$ cat src/rtl/ptmr_pkg.sv
package ptmr_pkg;
  // word index (byte address / 4) of each register kind for channel 0
  localparam int unsigned WIX_CLK  = 0;
  localparam int unsigned WIX_CTRL = 3;
  localparam int unsigned WIX_CNT  = 6;
  localparam int unsigned WIX_INTV = 9;
  localparam int unsigned WIX_STAT = 21;
  localparam int unsigned WIX_IEN  = 24;

  // clock control fields
  localparam int unsigned CK_EN   = 0;
  localparam int unsigned CK_CODE = 1;
  // counter control fields
  localparam int unsigned CC_STOP = 0;
  localparam int unsigned CC_MODE = 1;
  localparam int unsigned CC_RST  = 4;
  localparam int unsigned CC_WAVE = 5;
  // status / enable positions
  localparam int unsigned ST_INTV = 0;
  localparam int unsigned ST_OVF  = 3;

  typedef struct packed {
    logic wave;
    logic mode;
    logic stop;
  } ctrl_t;
endpackage

$ cat src/rtl/ptmr_prescaler.sv
module ptmr_prescaler #(
  parameter int unsigned CODE_W = 4
) (
  input  logic              clk_i,
  input  logic              rst_ni,
  input  logic              en_i,
  input  logic [CODE_W-1:0] code_i,
  input  logic              run_i,
  input  logic              clr_i,
  output logic              tick_o
);
  localparam int unsigned PRE_W = (1 << CODE_W) + 1;

  logic [PRE_W-2:0] pcnt_q;
  logic [PRE_W-1:0] lim;
  logic             hit;

  assign lim    = (PRE_W'(1) << ({1'b0, code_i} + (CODE_W+1)'(1))) - PRE_W'(1);
  assign hit    = {1'b0, pcnt_q} >= lim;
  assign tick_o = !en_i || hit;

  always_ff @(posedge clk_i or negedge rst_ni) begin
    if (!rst_ni)               pcnt_q <= '0;
    else if (clr_i)            pcnt_q <= '0;
    else if (run_i && en_i)    pcnt_q <= hit ? '0 : pcnt_q + 1'b1;
  end

  AST_PRE_WRAP: assert property (@(posedge clk_i) disable iff (!rst_ni)
    (en_i && run_i && !clr_i && hit) |=> (pcnt_q == '0));
endmodule

$ cat src/rtl/ptmr_channel.sv
module ptmr_channel
  import ptmr_pkg::*;
#(
  parameter int unsigned CNT_W  = 16,
  parameter int unsigned CODE_W = 4,
  parameter int unsigned DW     = 32
) (
  input  logic             clk_i,
  input  logic             rst_ni,
  input  logic             wr_clk_i,
  input  logic             wr_ctrl_i,
  input  logic             wr_intv_i,
  input  logic             wr_ien_i,
  input  logic             rd_stat_i,
  input  logic [CNT_W-1:0] wd_i,
  output logic [DW-1:0]    clk_word_o,
  output logic [DW-1:0]    ctrl_word_o,
  output logic [DW-1:0]    cnt_word_o,
  output logic [DW-1:0]    intv_word_o,
  output logic [DW-1:0]    stat_word_o,
  output logic [DW-1:0]    ien_word_o,
  output logic             irq_o
);
  logic              pre_en_q;
  logic [CODE_W-1:0] code_q;
  ctrl_t             ctrl_q;
  logic [CNT_W-1:0]  intv_q, cnt_q, cnt_d;
  logic [1:0]        stat_q, stat_d, ien_q, ien_d;   // [0]=interval, [1]=overflow
  logic              irq_q;
  logic              tick, run, rst_req, set_intv, set_ovf;

  assign rst_req = wr_ctrl_i && wd_i[CC_RST];
  assign run     = !ctrl_q.stop && tick;

  ptmr_prescaler #(.CODE_W(CODE_W)) u_pre (
    .clk_i (clk_i),
    .rst_ni(rst_ni),
    .en_i  (pre_en_q),
    .code_i(code_q),
    .run_i (!ctrl_q.stop),
    .clr_i (rst_req),
    .tick_o(tick)
  );

  always_comb begin
    cnt_d    = cnt_q;
    set_intv = 1'b0;
    set_ovf  = 1'b0;
    if (rst_req) begin
      cnt_d = '0;
    end else if (run) begin
      if (ctrl_q.mode) begin
        if (cnt_q >= intv_q) begin
          cnt_d    = '0;
          set_intv = 1'b1;
        end else begin
          cnt_d = cnt_q + 1'b1;
        end
      end else begin
        cnt_d   = cnt_q + 1'b1;
        set_ovf = &cnt_q;
      end
    end
  end

  // a read clears, a same-edge event survives
  assign stat_d = (rd_stat_i ? 2'b00 : stat_q) | {set_ovf, set_intv};
  assign ien_d  = wr_ien_i ? {wd_i[ST_OVF], wd_i[ST_INTV]} : ien_q;

  always_ff @(posedge clk_i or negedge rst_ni) begin
    if (!rst_ni) begin
      pre_en_q <= 1'b0;
      code_q   <= '0;
      ctrl_q   <= '{wave: 1'b0, mode: 1'b0, stop: 1'b1};
      intv_q   <= '1;
      cnt_q    <= '0;
      stat_q   <= '0;
      ien_q    <= '0;
      irq_q    <= 1'b0;
    end else begin
      if (wr_clk_i) begin
        pre_en_q <= wd_i[CK_EN];
        code_q   <= wd_i[CK_CODE +: CODE_W];
      end
      if (wr_ctrl_i) ctrl_q <= '{wave: wd_i[CC_WAVE], mode: wd_i[CC_MODE], stop: wd_i[CC_STOP]};
      if (wr_intv_i) intv_q <= wd_i;
      cnt_q  <= cnt_d;
      stat_q <= stat_d;
      ien_q  <= ien_d;
      irq_q  <= |(stat_d & ien_d);
    end
  end

  assign irq_o       = irq_q;
  assign clk_word_o  = DW'({code_q, pre_en_q});
  assign ctrl_word_o = DW'({ctrl_q.wave, 3'b000, ctrl_q.mode, ctrl_q.stop});
  assign cnt_word_o  = DW'(cnt_q);
  assign intv_word_o = DW'(intv_q);
  assign stat_word_o = DW'({stat_q[1], 2'b00, stat_q[0]});
  assign ien_word_o  = DW'({ien_q[1], 2'b00, ien_q[0]});

  AST_HOLD_STOP: assert property (@(posedge clk_i) disable iff (!rst_ni)
    (ctrl_q.stop && !rst_req) |=> (cnt_q == $past(cnt_q)));
  AST_RST_ZERO: assert property (@(posedge clk_i) disable iff (!rst_ni)
    rst_req |=> (cnt_q == '0));
  AST_INTV_WRAP: assert property (@(posedge clk_i) disable iff (!rst_ni)
    (run && ctrl_q.mode && !rst_req && cnt_q >= intv_q) |=> (cnt_q == '0 && stat_q[0]));
  AST_OVF_FLAG: assert property (@(posedge clk_i) disable iff (!rst_ni)
    (run && !ctrl_q.mode && !rst_req && &cnt_q) |=> stat_q[1]);
  AST_ACK_CLEAR: assert property (@(posedge clk_i) disable iff (!rst_ni)
    (rd_stat_i && !set_intv && !set_ovf) |=> (stat_q == 2'b00));
  AST_IRQ_DROP: assert property (@(posedge clk_i) disable iff (!rst_ni)
    (rd_stat_i && !set_intv && !set_ovf) |=> !irq_o);
endmodule

$ cat src/rtl/ptmr_top.sv
module ptmr_top
  import ptmr_pkg::*;
#(
  parameter int unsigned NUM_CH = 3,
  parameter int unsigned CNT_W  = 16,
  parameter int unsigned CODE_W = 4,
  parameter int unsigned AW     = 8,
  parameter int unsigned DW     = 32
) (
  input  logic              clk_i,
  input  logic              rst_ni,
  input  logic              wr_en_i,
  input  logic              rd_en_i,
  input  logic [AW-1:0]     addr_i,
  input  logic [DW-1:0]     wdata_i,
  output logic [DW-1:0]     rdata_o,
  output logic [NUM_CH-1:0] irq_o
);
  localparam int unsigned WI_W = AW - 2;

  logic [WI_W-1:0] widx;
  logic [DW-1:0]   clk_w [NUM_CH];
  logic [DW-1:0]   ctrl_w[NUM_CH];
  logic [DW-1:0]   cnt_w [NUM_CH];
  logic [DW-1:0]   intv_w[NUM_CH];
  logic [DW-1:0]   stat_w[NUM_CH];
  logic [DW-1:0]   ien_w [NUM_CH];
  logic            unused_bits;

  assign widx        = addr_i[AW-1:2];
  assign unused_bits = ^{addr_i[1:0], wdata_i[DW-1:CNT_W]};

  for (genvar n = 0; n < NUM_CH; n++) begin : g_ch
    ptmr_channel #(.CNT_W(CNT_W), .CODE_W(CODE_W), .DW(DW)) u_ch (
      .clk_i      (clk_i),
      .rst_ni     (rst_ni),
      .wr_clk_i   (wr_en_i && widx == WI_W'(WIX_CLK  + n)),
      .wr_ctrl_i  (wr_en_i && widx == WI_W'(WIX_CTRL + n)),
      .wr_intv_i  (wr_en_i && widx == WI_W'(WIX_INTV + n)),
      .wr_ien_i   (wr_en_i && widx == WI_W'(WIX_IEN  + n)),
      .rd_stat_i  (rd_en_i && widx == WI_W'(WIX_STAT + n)),
      .wd_i       (wdata_i[CNT_W-1:0]),
      .clk_word_o (clk_w[n]),
      .ctrl_word_o(ctrl_w[n]),
      .cnt_word_o (cnt_w[n]),
      .intv_word_o(intv_w[n]),
      .stat_word_o(stat_w[n]),
      .ien_word_o (ien_w[n]),
      .irq_o      (irq_o[n])
    );
  end

  always_comb begin
    rdata_o = '0;
    if (rd_en_i) begin
      for (int n = 0; n < NUM_CH; n++) begin
        if (widx == WI_W'(WIX_CLK  + n)) rdata_o = clk_w[n];
        if (widx == WI_W'(WIX_CTRL + n)) rdata_o = ctrl_w[n];
        if (widx == WI_W'(WIX_CNT  + n)) rdata_o = cnt_w[n];
        if (widx == WI_W'(WIX_INTV + n)) rdata_o = intv_w[n];
        if (widx == WI_W'(WIX_STAT + n)) rdata_o = stat_w[n];
        if (widx == WI_W'(WIX_IEN  + n)) rdata_o = ien_w[n];
      end
    end
  end

  AST_RD_IDLE_ZERO: assert property (@(posedge clk_i) disable iff (!rst_ni)
    !rd_en_i |-> (rdata_o == '0));
endmodule

$ cat config.mk
export PLATFORM = sky130hd
export DESIGN_NAME = ptmr_top
export DESIGN_NICKNAME = d
export VERILOG_FILES = /design/src/rtl/ptmr_pkg.sv /design/src/rtl/ptmr_prescaler.sv /design/src/rtl/ptmr_channel.sv /design/src/rtl/ptmr_top.sv
export SDC_FILE = /design/constraint.sdc
export NUM_CORES = 1
export LEC_CHECK = 0
export ABC_AREA = 1
export BUFFER_PORTS_ARGS = -buffer_cell sky130_fd_sc_hd__buf_4
export CAP_MARGIN = 20
export CORE_MARGIN = 2
export CORE_UTILIZATION = 36
export CTS_CLUSTER_DIAMETER = 200
export DETAILED_ROUTE_END_ITERATION = 16
export PLACE_DENSITY_LB_ADDON = 0.25
export SLEW_MARGIN = 10
export SYNTH_ARGS = -nofsm -noshare
export SYNTH_HDL_FRONTEND = slang
export SYNTH_SLANG_ARGS = --single-unit
export TNS_END_PERCENT = 50
$ cat constraint.sdc
create_clock -name clk_i -period 3.1 [get_ports clk_i]
set_clock_uncertainty 0.15 [all_clocks]
set_input_delay 0.62 -clock clk_i [delete_from_list [all_inputs] [get_ports clk_i]]
set_output_delay 0.62 -clock clk_i [all_outputs]
set_load 0.01 [all_outputs]
## Yosys cells after proc, flatten, opt, wreduce, memory -nomap -nowiden

Index checks and enable logic that the tools add are counted.

| word-level totals | value |
|---|---|
| output and inout port bits | 35 |
| register bits after elaboration | 183 |

| cells by class | value |
|---|---|
| reductions and logical operators | 46 |
| mux-type cells | 67 |
| add/subtract/negate cells | 12 |
| shifts and indexed selects | 3 |
| order comparisons | 6 |
| bitwise gates (word level) | 6 |
| equal/unequal tests | 17 |

Operators with widths:

| operator | count |
|---|---|
| $mux 32 | 18 |
| $mux 16 | 21 |
| $add 16x1->16 const B | 6 |
| $ge 16x17->1 | 3 |
| $shl 1x5->17 const A | 3 |
| $sub 17x2->17 const B | 3 |
| $ge 16x16->1 | 3 |
| $reduce_and 16->1 | 3 |
| $eq 6x5->1 const B | 6 |
| $eq 6x3->1 const B | 4 |
| $eq 6x4->1 const B | 4 |
| $logic_and 1x1->1 | 24 |
| $mux 1 | 21 |
| $add 4x1->5 const B | 3 |
| $eq 6x2->1 const B | 2 |
| $mux 2 | 6 |
| $reduce_bool 2->1 | 6 |
| $and 2x2->2 | 3 |
| $eq 6x1->1 const B | 1 |
| $logic_not 1->1 | 6 |
| $logic_not 6->1 | 1 |
| $or 2x2->2 | 3 |
| $reduce_or 2->1 | 3 |
| $mux 5 | 1 |
| $logic_or 1x1->1 | 3 |

## Longest topological paths before layout

| logic depth | value |
|---|---|
| depth in word-level cells | 20 |
| depth in mapped cells | 26 |

## Cells and area by module

From an unflattened synthesis, not the netlist that was laid out.

| unflattened totals | value |
|---|---|
| cells, all modules | 3,220 |
| area, all modules | 20,937.6 sq um |

Modules (own cells, without submodules):

| module | area each (sq um) | seq. area each (sq um) | times used | cells an instance |
|---|---|---|---|---|
| ptmr_channel | 3,529.6 | 1,147.4 | 3 | 418 |
| ptmr_top | 5,467.7 | 0.0 | 1 | 1,246 |
| ptmr_prescaler at g_ch[0].u_ch.u_pre ... | 1,621.6 | 400.4 | 2 | 248 |
| ptmr_prescaler at g_ch[2].u_ch.u_pre | 1,637.8 | 400.4 | 1 | 224 |

## Worst setup path after synthesis

Ideal clock, no wire load.

| timing path | value |
|---|---|
| kind | register to register |
| start point | register g_ch[0].u_ch.code_q[2] |
| end point | register g_ch[0].u_ch.cnt_q[5] |
| setup slack | -0.117 ns |
| required time | 2.829 ns |
| stages on the path, launching flop included | 18 |
| data arrival time | 2.945 ns |
| buffers on the path | 1 |
| cell sequence | dfrtp_1 > nor2_4 > nand3_1 > ha_1 > inv_1 > nand2_1 > o31ai_1 > a21oi_1 > ha_1 > inv_1 > nor3_1 > nor3b_1 > nand3b_4 > nand4_4 > nand2_4 > buf_6 > nand3_1 > o21ai_2 |

| between the ends | value |
|---|---|
| word-level cells in the longest chain between the ends | 7 |

RTL lines:

| item | line | text |
|---|---|---|
| start, declared | ptmr_channel.sv:25 | `logic [CODE_W-1:0] code_q;` |
| start signal, assigned | ptmr_channel.sv:83 | `code_q <= wd_i[CK_CODE +: CODE_W];` |
| $add 4x1->5 | ptmr_prescaler.sv:18 | `assign lim = (PRE_W'(1) << ({1'b0, code_i} + (CODE_W+1)'(1))) - PRE_W'(1);` |
| $shl 1x5->17 | ptmr_prescaler.sv:18 |  |
| $sub 17x2->17 | ptmr_prescaler.sv:18 |  |
| $ge 16x17->1 | ptmr_prescaler.sv:19 | `assign hit = {1'b0, pcnt_q} >= lim;` |
| $logic_or 1x1->1 | ptmr_prescaler.sv:20 | `assign tick_o = !en_i \|\| hit;` |
| $logic_and 1x1->1 | ptmr_channel.sv:33 | `assign run = !ctrl_q.stop && tick;` |
| $reduce_bool 2->1 (no line) | -- |  |
| end signal, assigned | ptmr_channel.sv:87 | `cnt_q <= cnt_d;` |
| end, declared | ptmr_channel.sv:27 | `logic [CNT_W-1:0] intv_q, cnt_q, cnt_d;` |

No other way between the ends.
A chain may end at the register's enable or synchronous reset.

## Worst setup path after layout

| timing path | value |
|---|---|
| start point | register g_ch[2].u_ch.code_q[0] |
| end point | register g_ch[2].u_ch.cnt_q[5] |

| between the ends | value |
|---|---|
| word-level cells in the longest chain between the ends | 7 |

RTL lines:

| item | line |
|---|---|
| start, declared | ptmr_channel.sv:25 |
| start signal, assigned | ptmr_channel.sv:83 |
| $add 4x1->5 | ptmr_prescaler.sv:18 |
| $shl 1x5->17 | ptmr_prescaler.sv:18 |
| $sub 17x2->17 | ptmr_prescaler.sv:18 |
| $ge 16x17->1 | ptmr_prescaler.sv:19 |
| $logic_or 1x1->1 | ptmr_prescaler.sv:20 |
| $logic_and 1x1->1 | ptmr_channel.sv:33 |
| $reduce_bool 2->1 (no line) | -- |
| end signal, assigned | ptmr_channel.sv:87 |
| end, declared | ptmr_channel.sv:27 |

No other way between the ends.

==> impl_results.md <==
* Status: finished with violations
* Failing checks: negative setup slack
* Post-Syn Area at 13100 sq um
* Most frequent cell on the critical path: nand2_1
* Worst hold path class: in -> async
* Average wire per standard cell at 15.7 um
* Post-synth ARST share at 1.00
* Worst setup margin at -120 ps
* VDD IR-drop max at 0.446 mV
* Critical path buffers and inverters at 2
* Clock slew at reported path FFs at 80 ps
* CTS max path bufs at 2
* Critical Path Sink Type: flip-flop
* Comb pwr share at 0.399
* Switching Fraction at 0.390
* Final Total Pwr at slightly above 0.009 W
* Share of the yosys chip area belonging to registers at 0.354
* Setup Viol. Count Final at 33
* CP cell instances: nor2_4 > inv_2 > o21a_4 > nor2_4 > o31ai_4 > nor2_2 > mux2i_1 > ha_1 > a21oi_2 > nor2_1 > a211oi_2 > nand2_1 > nand2_1 > nand2_1 > nand2_1 > nand2_1 > nand2_2 > nand2_4 > nand2_4 > nor2_4 > nand2_4 > buf_12 > o22ai_2
* Fin crit share at 1.04
* Crit path to: g_ch[2].u_ch.cnt_q[5]
* Min Tclk post-route at ~3200 ps
* Post-synth EDFFs at 0
* RSZ-0062 raised after global routing: true
* Total Routing Usage GR at 0.194
* Initial antenna violation count at 0
* Final HPWL DP at between 20000 and 30000 um
* Synth cell types at 60
* Die area at 38000 sq um
* Total grt overflow at 0
* FF-to-FF setup slack at -120 ps
* Cell count after synthesis at 1663
* Setup Crit Path Kind: reg -> reg
* Root buf cell: clkbuf_16
* Post-layout instance count excluding filler cells at around 2300
* CP required at 3280 ps
* Worst EP arrival at between 3000 and 4000 ps
* Via density at 5.10
* Worst-margin pin slew at 678 ps
* Hold Fails Final Rpt at 0
* Leak at 7.00 nW
* CP top delay family: simple AND/OR/NAND/NOR gates
* Nets at 1971
* Int Pwr at between 0.005 and 0.006 W
* CTS Buf Count at 17
* Antenna Nets Post-Route at 0
* Dpl cells at 2238
* Vias at 11700
* 1st-iter DRT viols at 685
* Routed wire length at 36000 um
* CP Launch Point: g_ch[2].u_ch.code_q[0]
* Clock sink count at between 150 and 200
* Highest Clock Rate at 0.311 GHz
* Register share of total power at 0.358
* # port buffers at 44
* Maxcap violations at 0
* Worst r2r path cells at 23
* Synth top area cells: dfrtp_1 (25%), dfstp_2 (10%), ha_1 (10%)
* Vias in the first global route at 11600
* First-pass GRT wire length at between 50000 and 60000 um
* I/O pins at 79
* Antenna diode count at 0
* FP Rows at slightly below 70
* Finished Cell Area at 16300 sq um
* Critical path's slowest cell: dfrtp_1
* Hold Buf Count CTS at 0
* Max stage delay on crit path at between 400 and 500 ps
* Clock share of power at 0.243
* Reg-to-Reg Start: g_ch[2].u_ch.code_q[0]
* R2R Path End: g_ch[2].u_ch.cnt_q[5]
* Fillers at ~3600
* Worst path depth at 23
* Pin count of the biggest net entering global routing at 71
* Placed cell areas at 14700 sq um
* Psw at 0.00359 W
* Initial DRT Pass Iterations at 5
* Top cell type by total area after synthesis: dfrtp_1
* Die H at slightly below 200 um
* Clock Latency Late Sink at 460 ps
* DRC at 0
* Critical path startpoint category: flip-flop
* Die width at 195 um
* Syn avg cell area at approximately 7.9 sq um
* Layout area overhead at 24.0%
* Most frequent cells in the layout: nand2_1 (329), inv_1 (213), buf_4 (150)
* Slew Limit Fails at 0
* Starting Density at 0.367
* Share of cells above drive strength 1 at 0.269
* Critical-path maximum fanout at 7
* Synthesis warning total at 0
* Worst slew margin at 0.548
* H-tree depth at 4
* Most common cell after layout, fill and taps aside: nand2_1
* Core region area at 35700 sq um
* GP Congestion at 0.863
* Ys flop type: dfrtp_1
* TritonCTS clock tree: yes
* Power density over cell area at 565 nW/um^2
* Yosys top cell area share at 0.252
* Seq cells post-synth at 183
cells in the mapped netlist, drive strengths merged, types with 3 or more instances:
cell	number
inv	231
nor4	5
nor3	32
a211oi	6
a21oi	83
ha	105
nand2	344
dfrtp	132
or2	5
o22ai	45
nand4	32
xor2	65
dfstp	51
nor2	111
nor3b	3
o211ai	7
o21ai	189
buf	35
o21a	6
nand3b	5
o31ai	3
xnor2	10
a31oi	17
o221ai	3
clkbuf	22
nand3	101
cell families (layout without fill, tap and decap cells):
logic type               count (synthesis)  after routing  synth area share
AND/OR/NAND/NOR                        638            641             0.228
buffers and inverters                  290            439            0.0942
other                                    2             22          0.000572
multiplexers                             1              1          0.000762
flip-flops                             183            183             0.354
AO/OA/AOI/OAI                          369            369             0.173
adder cells (fa/ha/maj)                105            105             0.100
XOR/XNOR                                75             75            0.0500
worst min-delay path by stage:
stage / from / endpoint / slack (ps) / cells past startpoint
4_1_cts: rst_ni / g_ch[1].u_ch.irq_o / 50 / 1
2_1_floorplan: rst_ni / g_ch[0].u_ch.cnt_q[0] / 170 / 0
3_3_place_gp: g_ch[2].u_ch.ctrl_word_o[5] / g_ch[2].u_ch.ctrl_word_o[5] / 320 / 2
5_1_grt: rst_ni / g_ch[1].u_ch.irq_o / 80 / 1
3_5_place_dp: g_ch[0].u_ch.ctrl_word_o[5] / g_ch[0].u_ch.ctrl_word_o[5] / 320 / 2
6_report: rst_ni / g_ch[1].u_ch.irq_o / 50 / 1
routing by layer:
| metal | global-route usage | up-vias | share of wire |
|---|---|---|---|
| met5 | 0 | - | 0 |
| met4 | 0.0602 | 0 | 0.020 |
| met3 | 0.0269 | 41 | 0.034 |
| met2 | 0.329 | 200 | 0.48 |
| met1 | 0.258 | 5631 | 0.47 |
| li1 | - | 5849 | - |
registers in the layout (all words and copies together) (netlist names):
| signal | count |
|---|---|
| g_ch.u_ch.cnt_q | 48 |
| g_ch.u_ch.stat_q | 6 |
| g_ch.u_ch.u_pre.pcnt_q | 48 |
| g_ch.u_ch.irq_o | 3 |
| g_ch.u_ch.pre_en_q | 3 |
| g_ch.u_ch.code_q | 12 |
| g_ch.u_ch.ctrl_word_o | 9 |
| g_ch.u_ch.intv_q | 48 |
| g_ch.u_ch.ien_q | 6 |
stage by stage:
step	TNS (ps)	setup slack [ps]	hold WS, ps	utilization
final	-2450	-120	48.7	0.456
after floorplan	0	5.49	174	-
after CTS	-2430	-106	53.1	0.442
after detailed placement	-10350	-230	325	0.411
after global routing	-17280	-352	83.7	0.456
after global placement	-5830	-165	317	0.411
worst register-to-register path: cells and delay by family, from the launching register on:
kind / cells / cell delay, ps
AO/OA/AOI/OAI: 5 / 640
adder cells (fa/ha/maj): 1 / 280
buffers and inverters: 2 / 210
flip-flops: 1 / 410
multiplexers: 1 / 220
AND/OR/NAND/NOR: 14 / 1200
cell type report:
class	count	area (sq um)	area share
Inverter	233	885	0.0543
Multi-Input combinational cell	1213	8060	0.495
Tap cell	461	577	0.0354
Clock buffer	17	425	0.0261
Clock inverter	15	161	0.00991
Timing Repair Buffer	174	1530	0.0939
Sequential cell	183	4640	0.285
power by group through the flow:
stage | combinational, W | sequential (W) | clock [W]
2_1_floorplan | 0.00222 | 0.00319 | 0
3_3_place_gp | 0.00293 | 0.00330 | 0
3_5_place_dp | 0.00301 | 0.00331 | 0
4_1_cts | 0.00339 | 0.00328 | 0.00229
5_1_grt | 0.00414 | 0.00337 | 0.00239
6_report | 0.00367 | 0.00330 | 0.00224
what timing repair did:
| item | in CTS | in global routing |
|---|---|---|
| buffers inserted | 16 | 9 |
| pin swaps | 18 | 42 |
| cloned | 3 | 2 |
| resized for setup | 90 | 107 |
| endpoints found under the setup margin | 104 | 121 |
Power figures use the tool's default switching activity.
